===== config.mk =====
export PLATFORM = sky130hd
export DESIGN_NAME = mem_stage
export DESIGN_NICKNAME = d
export VERILOG_FILES = /design/src/rtl/mem_stage_pkg.sv /design/src/rtl/mem_stage_ctl.sv /design/src/rtl/mem_stage_rec.sv /design/src/rtl/mem_stage_tick.sv /design/src/rtl/mem_stage.sv
export SDC_FILE = /design/constraint.sdc
export NUM_CORES = 1
export LEC_CHECK = 0
export ABC_AREA = 1
export ABC_CLOCK_PERIOD_IN_PS = 1800
export BUFFER_PORTS_ARGS = -buffer_cell sky130_fd_sc_hd__buf_4
export CAP_MARGIN = 40
export CORE_AREA = 2 2 159 161
export CTS_CLUSTER_DIAMETER = 120
export DETAILED_ROUTE_END_ITERATION = 10
export DIE_AREA = 0 0 161 163
export GPL_TIMING_DRIVEN = 0
export PLACE_DENSITY = 0.5
export SETUP_SLACK_MARGIN = 0.05
export SYNTH_ARGS = -nofsm -noshare
export SYNTH_HDL_FRONTEND = slang
export SYNTH_SLANG_ARGS = --single-unit

===== constraint.sdc =====
create_clock -name clk -period 1.8 [get_ports clk]
set_input_delay 0.54 -clock clk [delete_from_list [all_inputs] [get_ports clk]]
set_output_delay 0.54 -clock clk [all_outputs]
set_load 0.01 [all_outputs]

===== src/rtl/mem_stage_pkg.sv =====
package mem_stage_pkg;
  parameter int OP_W = 3;
  localparam logic [OP_W-1:0] OP_LOAD  = 3'd1;
  localparam logic [OP_W-1:0] OP_STORE = 3'd2;

  function automatic logic op_is_mem(input logic [OP_W-1:0] op);
    return (op == OP_LOAD) || (op == OP_STORE);
  endfunction
endpackage


===== src/rtl/mem_stage_ctl.sv =====
module mem_stage_ctl (
  input  logic clk,
  input  logic rst,
  input  logic in_valid,
  input  logic in_is_mem,
  input  logic squash,
  input  logic out_ok,
  input  logic mem_ok,
  output logic in_ready,
  output logic accept,
  output logic out_valid,
  output logic mem_req,
  output logic mem_done
);
  logic full_q;
  logic done_q;
  logic fire;

  assign out_valid = full_q & done_q;
  assign mem_req   = full_q & ~done_q;
  assign fire      = out_valid & out_ok & ~squash;
  assign in_ready  = ~squash & (~full_q | fire);
  assign accept    = in_valid & in_ready;
  assign mem_done  = mem_req & mem_ok;

  always_ff @(posedge clk) begin
    if (rst || squash) begin
      full_q <= 1'b0;
      done_q <= 1'b1;
    end else begin
      if (accept) begin
        full_q <= 1'b1;
        done_q <= ~in_is_mem;
      end else begin
        if (fire) full_q <= 1'b0;
        if (mem_done) done_q <= 1'b1;
      end
    end
  end

  // request stays up until memory answers
  a_r4_req_hold: assert property (@(posedge clk) disable iff (rst)
    (mem_req && !mem_ok && !squash) |=> mem_req);
  // an offered record stays offered under backpressure
  a_r6_valid_hold: assert property (@(posedge clk) disable iff (rst)
    (out_valid && !out_ok && !squash) |=> out_valid);
  // squash empties the stage
  a_r8_squash_clear: assert property (@(posedge clk) disable iff (rst)
    squash |=> (!out_valid && !mem_req));
endmodule


===== src/rtl/mem_stage_rec.sv =====
module mem_stage_rec #(
  parameter int DATA_W  = 32,
  parameter int OP_W    = 3,
  parameter int N_SLOT  = 3,
  parameter int RES_IDX = 1
) (
  input  logic                           clk,
  input  logic                           rst,
  input  logic                           accept,
  input  logic [OP_W-1:0]                in_op,
  input  logic [N_SLOT-1:0][DATA_W-1:0]  in_slot,
  input  logic                           wr_res,
  input  logic [DATA_W-1:0]              res_data,
  output logic [OP_W-1:0]                op_q,
  output logic [N_SLOT-1:0][DATA_W-1:0]  slot_q
);
  always_ff @(posedge clk) begin
    if (rst)         op_q <= '0;
    else if (accept) op_q <= in_op;
  end

  for (genvar i = 0; i < N_SLOT; i++) begin : g_slot
    if (i == RES_IDX) begin : g_res
      always_ff @(posedge clk) begin
        if (rst)         slot_q[i] <= '0;
        else if (accept) slot_q[i] <= in_slot[i];
        else if (wr_res) slot_q[i] <= res_data;
      end
    end else begin : g_plain
      always_ff @(posedge clk) begin
        if (rst)         slot_q[i] <= '0;
        else if (accept) slot_q[i] <= in_slot[i];
      end
    end
  end
endmodule


===== src/rtl/mem_stage_tick.sv =====
module mem_stage_tick #(
  parameter int CNT_W = 16
) (
  input  logic             clk,
  input  logic             rst,
  output logic [CNT_W-1:0] cnt
);
  always_ff @(posedge clk) begin
    if (rst) cnt <= '0;
    else     cnt <= cnt + 1'b1;
  end

  // one step per clock, wrapping
  a_r9_count_step: assert property (@(posedge clk) disable iff (rst)
    !rst |=> (cnt == CNT_W'($past(cnt) + 1'b1)));
endmodule


===== src/rtl/mem_stage.sv =====
module mem_stage
  import mem_stage_pkg::*;
#(
  parameter int DATA_W = 32,
  parameter int ADDR_W = 16,
  parameter int CNT_W  = 16
) (
  input  logic              clk,
  input  logic              rst,
  input  logic              in_valid,
  output logic              in_ready,
  input  logic [OP_W-1:0]   in_op,
  input  logic [DATA_W-1:0] in_s1,
  input  logic [DATA_W-1:0] in_s2,
  input  logic [DATA_W-1:0] in_s3,
  output logic              out_valid,
  input  logic              out_ok,
  output logic [OP_W-1:0]   out_op,
  output logic [DATA_W-1:0] out_s1,
  output logic [DATA_W-1:0] out_s2,
  output logic [DATA_W-1:0] out_s3,
  output logic [CNT_W-1:0]  out_stamp,
  input  logic              squash,
  output logic              squash_out,
  output logic              mem_req,
  output logic              mem_we,
  output logic [ADDR_W-1:0] mem_addr,
  output logic [DATA_W-1:0] mem_wdata,
  input  logic              mem_ok,
  input  logic [DATA_W-1:0] mem_rdata
);
  localparam int N_SLOT  = 3;
  localparam int IDX_S1  = 0;
  localparam int IDX_S2  = 1;
  localparam int IDX_S3  = 2;

  logic                          accept;
  logic                          mem_done;
  logic                          is_load;
  logic                          is_store;
  logic [OP_W-1:0]               op_q;
  logic [N_SLOT-1:0][DATA_W-1:0] in_slot;
  logic [N_SLOT-1:0][DATA_W-1:0] slot_q;

  assign in_slot = {in_s3, in_s2, in_s1};

  mem_stage_ctl u_ctl (
    .clk       (clk),
    .rst       (rst),
    .in_valid  (in_valid),
    .in_is_mem (op_is_mem(in_op)),
    .squash    (squash),
    .out_ok    (out_ok),
    .mem_ok    (mem_ok),
    .in_ready  (in_ready),
    .accept    (accept),
    .out_valid (out_valid),
    .mem_req   (mem_req),
    .mem_done  (mem_done)
  );

  mem_stage_rec #(
    .DATA_W  (DATA_W),
    .OP_W    (OP_W),
    .N_SLOT  (N_SLOT),
    .RES_IDX (IDX_S2)
  ) u_rec (
    .clk      (clk),
    .rst      (rst),
    .accept   (accept),
    .in_op    (in_op),
    .in_slot  (in_slot),
    .wr_res   (mem_done & is_load),
    .res_data (mem_rdata),
    .op_q     (op_q),
    .slot_q   (slot_q)
  );

  mem_stage_tick #(.CNT_W(CNT_W)) u_tick (
    .clk (clk),
    .rst (rst),
    .cnt (out_stamp)
  );

  assign is_load    = (op_q == OP_LOAD);
  assign is_store   = (op_q == OP_STORE);
  assign mem_we     = is_store;
  assign mem_addr   = is_load ? slot_q[IDX_S1][ADDR_W-1:0] : slot_q[IDX_S2][ADDR_W-1:0];
  assign mem_wdata  = slot_q[IDX_S1];
  assign squash_out = squash;
  assign out_op     = op_q;
  assign out_s1     = slot_q[IDX_S1];
  assign out_s2     = slot_q[IDX_S2];
  assign out_s3     = slot_q[IDX_S3];

  // request fields do not move while waiting
  a_r4_req_stable: assert property (@(posedge clk) disable iff (rst)
    (mem_req && !mem_ok && !squash) |=>
      ($stable(mem_addr) && $stable(mem_we) && $stable(mem_wdata)));
  // load result lands in slot 2 and is offered next cycle
  a_r2_load_capture: assert property (@(posedge clk) disable iff (rst)
    (mem_req && mem_ok && !mem_we && !squash) |=>
      (out_valid && out_s2 == $past(mem_rdata)));
  // held record is stable under backpressure
  a_r6_rec_stable: assert property (@(posedge clk) disable iff (rst)
    (out_valid && !out_ok && !squash) |=>
      ($stable(out_op) && $stable(out_s1) && $stable(out_s2) && $stable(out_s3)));
endmodule


==> flow_metrics.tcl <==
set metrics [dict create \
    rr_startpoint "u_ctl.done_q" \
    worstMarginPinSlew_ns 0.615 \
    ys.flop_type "dfxtp_1" \
    syn_nets 937 \
    fp-row-count 58 \
    path_class "reg2out" \
    finalWorstSetupSlack_ns -0.187 \
    cts_buffers 17 \
    cts.sinks 117 \
    clkLatencyLatePin_ns 0.42 \
    wl_per_cell_um 16.2 \
    clk_path_buf_depth 2 \
    start_util_pct 22.4 \
    drive_gt1_share_pct 39.9 \
    min_period_over_period_pct 110 \
    diodes 0 \
    synth_edf_count 0 \
    slew_violations 0 \
    cap_violations 0 \
    cts_tree "done" \
    critical_path.startpoint "u_rec.op_q[1]" \
    arrival_ns 1.45 \
    final_area_um2 9200 \
    crit_end "mem_addr[6]" \
    hold_class "in2reg" \
    rsz0062_at_grt "true" \
    yosysWarnings 0 \
    wl_um 23800 \
    grt_use_total_pct 17.6 \
    synth-async-reset-ratio_pct 0 \
    status "complete, but fails checks" \
    r2r_slack_ns 0.18 \
    holdBufCountCts 0 \
    fmax_ghz 0.503 \
    synthesis.area_um2 5530 \
    drc 0 \
    antenna_found_initial 0 \
    place.gp.congestion 0.804 \
    rr_worst_depth 8 \
    ir_worst_vdd_uv 538 \
    path_max_fanout 5 \
    syn2layout_area_growth_pct 66.3 \
    setup_viol 16 \
    grt_overflow 0 \
    grt_first_pass_wirelength_um 35500 \
    syn_avg_cell_area_um2 6.92 \
    fp.coreArea_um2 24700 \
    postRouteAntennaNets 0 \
    pwr_density_cell_nw_per_um2 848 \
    die_area_um2 26200 \
    grt_pass1_vias 6067 \
    dp_hpwl_um 18000 \
    place_area_um2 8230 \
    die_h_um 163 \
    synth-seq-cells 117 \
    setup.worst_path.end_class "output port" \
    vias_per_cell 4.41 \
    relSlewSlack_pct 59.0 \
    hold_path_depth 3 \
    cp-start-kind "flip-flop" \
    io_pins 305 \
    fin_crit_ns 1.99 \
    cts_root_buf "clkbuf_16" \
    seq_area_frac_synth_pct 42.3 \
    synth_cell_types 26 \
    grt_max_degree 17 \
    clkSlewWorstSetupHoldPaths_ns 0.06 \
    htreeDepth 4 \
    finalHoldViolations 0 \
    dieWidth_um 161 \
    finalClockSkew_ns 0.00867 \
    r2r_end "u_rec.slot_q[5]" \
    firstDrtPassIters 6 \
    num_vias 6492 \
    portBuffers 303 \
    fin_nets 1270 \
    synthCells 799 \
    fin_util_pct 37.3 \
    drt_iter0_markers 349 \
    cellLeakagePower_nw 4.39 \
    worstPathRequired_ns 1.26 \
    violations "negative setup slack" \
]
[critical path: stages, from the launching register on]
cell,delay [ns]
dfxtp_2,0.35
inv_2,0.05
nand3_4,0.14
clkinv_4,0.10
clkbuf_16,0.17
nand2_2,0.06
nand2_2,0.05
buf_6,0.11
[layout by cell type, fill, tap and decap left out, types with 3 or more instances in the layout]
| cell | Yosys | routed |
|---|---|---|
| buf_4 | 43 | 337 |
| nand2_1 | 242 | 210 |
| dfxtp_1 | 117 | 112 |
| a21oi_1 | 110 | 110 |
| nand3_1 | 105 | 104 |
| inv_1 | 56 | 52 |
| nand4_1 | 38 | 38 |
| nand2_2 | 1 | 28 |
| clkbuf_1 | 31 | 27 |
| buf_6 | 1 | 20 |
| nor2_1 | 20 | 19 |
| clkbuf_16 | 0 | 18 |
| buf_2 | 15 | 14 |
| nand2_4 | 0 | 5 |
| bufinv_16 | 0 | 5 |
| clkinv_2 | 0 | 5 |
| o21ai_0 | 4 | 4 |
| dfxtp_2 | 0 | 4 |
| inv_2 | 1 | 3 |
| nor3_1 | 3 | 3 |
| clkbuf_2 | 0 | 3 |
[power by group]
part	leakage (nW)	total [W]	internal, W	switching [W]
Clock	0.308	0.00371	0.00246	0.00124
Sequential	0.959	0.00282	0.00272	0.000105
Combinational	3.13	0.00127	0.000658	0.000614
[through the flow]
| stage | instances | hold WS [ns] | TNS [ns] | total power (W) | worst slack [ns] |
|---|---|---|---|---|---|
| finish | 1473 | 0.401 | -2.73 | 0.00780 | -0.187 |
| global route | 1473 | 0.379 | -3.93 | 0.00818 | -0.260 |
| CTS | 1471 | 0.374 | -3.58 | 0.00792 | -0.226 |
| detailed placement | 1433 | 0.451 | -36.80 | 0.00409 | -0.693 |
| global placement | 1432 | 0.452 | -39.97 | 0.00408 | -0.723 |
| floorplan | 799 | 0.469 | 0 | 0.00338 | 0.0699 |
[registers in the layout, summed over array words and instances, names as in the netlist]
name and flops:
u_rec.op_q 3, u_ctl.full_q 1, u_ctl.done_q 1, u_tick.cnt 16, u_rec.slot_q 96
[layer usage]
metal / up-vias / part of all wire (%) / track usage, %
met5: - / 0 / 0
met4: 0 / 1.1 / 4.38
met3: 19 / 7.1 / 5.22
met2: 224 / 49 / 29.7
met1: 2988 / 43 / 22.1
li1: 3261 / - / -
[cell type report]
type	instances	area, um2
Buffer	91	571
Multi-Input combinational cell	534	2570
Tap cell	330	413
Timing Repair Buffer	314	2440
Clock buffer	19	443
Inverter	57	226
Clock inverter	11	183
Sequential cell	117	2350
Fill cell	2651	15500
[cells in the mapped netlist, types with 2 or more instances]
master,instances,area [um2]
o21ai_0,4,20.0
nand4_1,38,238
nand3_1,105,526
nor3_1,3,15.0
a21oi_1,110,551
nand2_1,242,908
buf_4,43,323
inv_1,56,210
nand3b_1,2,15.0
buf_2,15,75.1
dfxtp_1,117,2340
clkbuf_1,31,116
nor2_1,20,75.1
[cells by family after synthesis]
logic type / synth area share, %
compound gates: 11.0
xor+xnor: 0.158
fa+ha+maj: 0.226
buf+inv: 13.4
flops: 42.3
simple gates: 32.8
[how the worst min path moves through the flow]
stage / startpoint / slack [ns] / endpoint
3_3_place_gp: u_rec.slot_q[76] / 0.45 / u_rec.slot_q[76]
3_5_place_dp: u_tick.cnt[0] / 0.45 / u_tick.cnt[0]
5_1_grt: in_s3[4] / 0.38 / u_rec.slot_q[68]
2_1_floorplan: u_tick.cnt[0] / 0.47 / u_tick.cnt[0]
4_1_cts: in_s1[12] / 0.37 / u_rec.slot_q[12]
6_report: in_s1[1] / 0.40 / u_rec.slot_q[1]
[what timing repair did]
action	in CTS	in global routing
pin swaps	9	9
gates cloned	1	0
endpoints found under the setup margin	50	29
hold endpoints to repair	0	0
setup buffers	7	2
gates resized for setup	48	41
No activity file was read; power rests on OpenSTA's default activity.
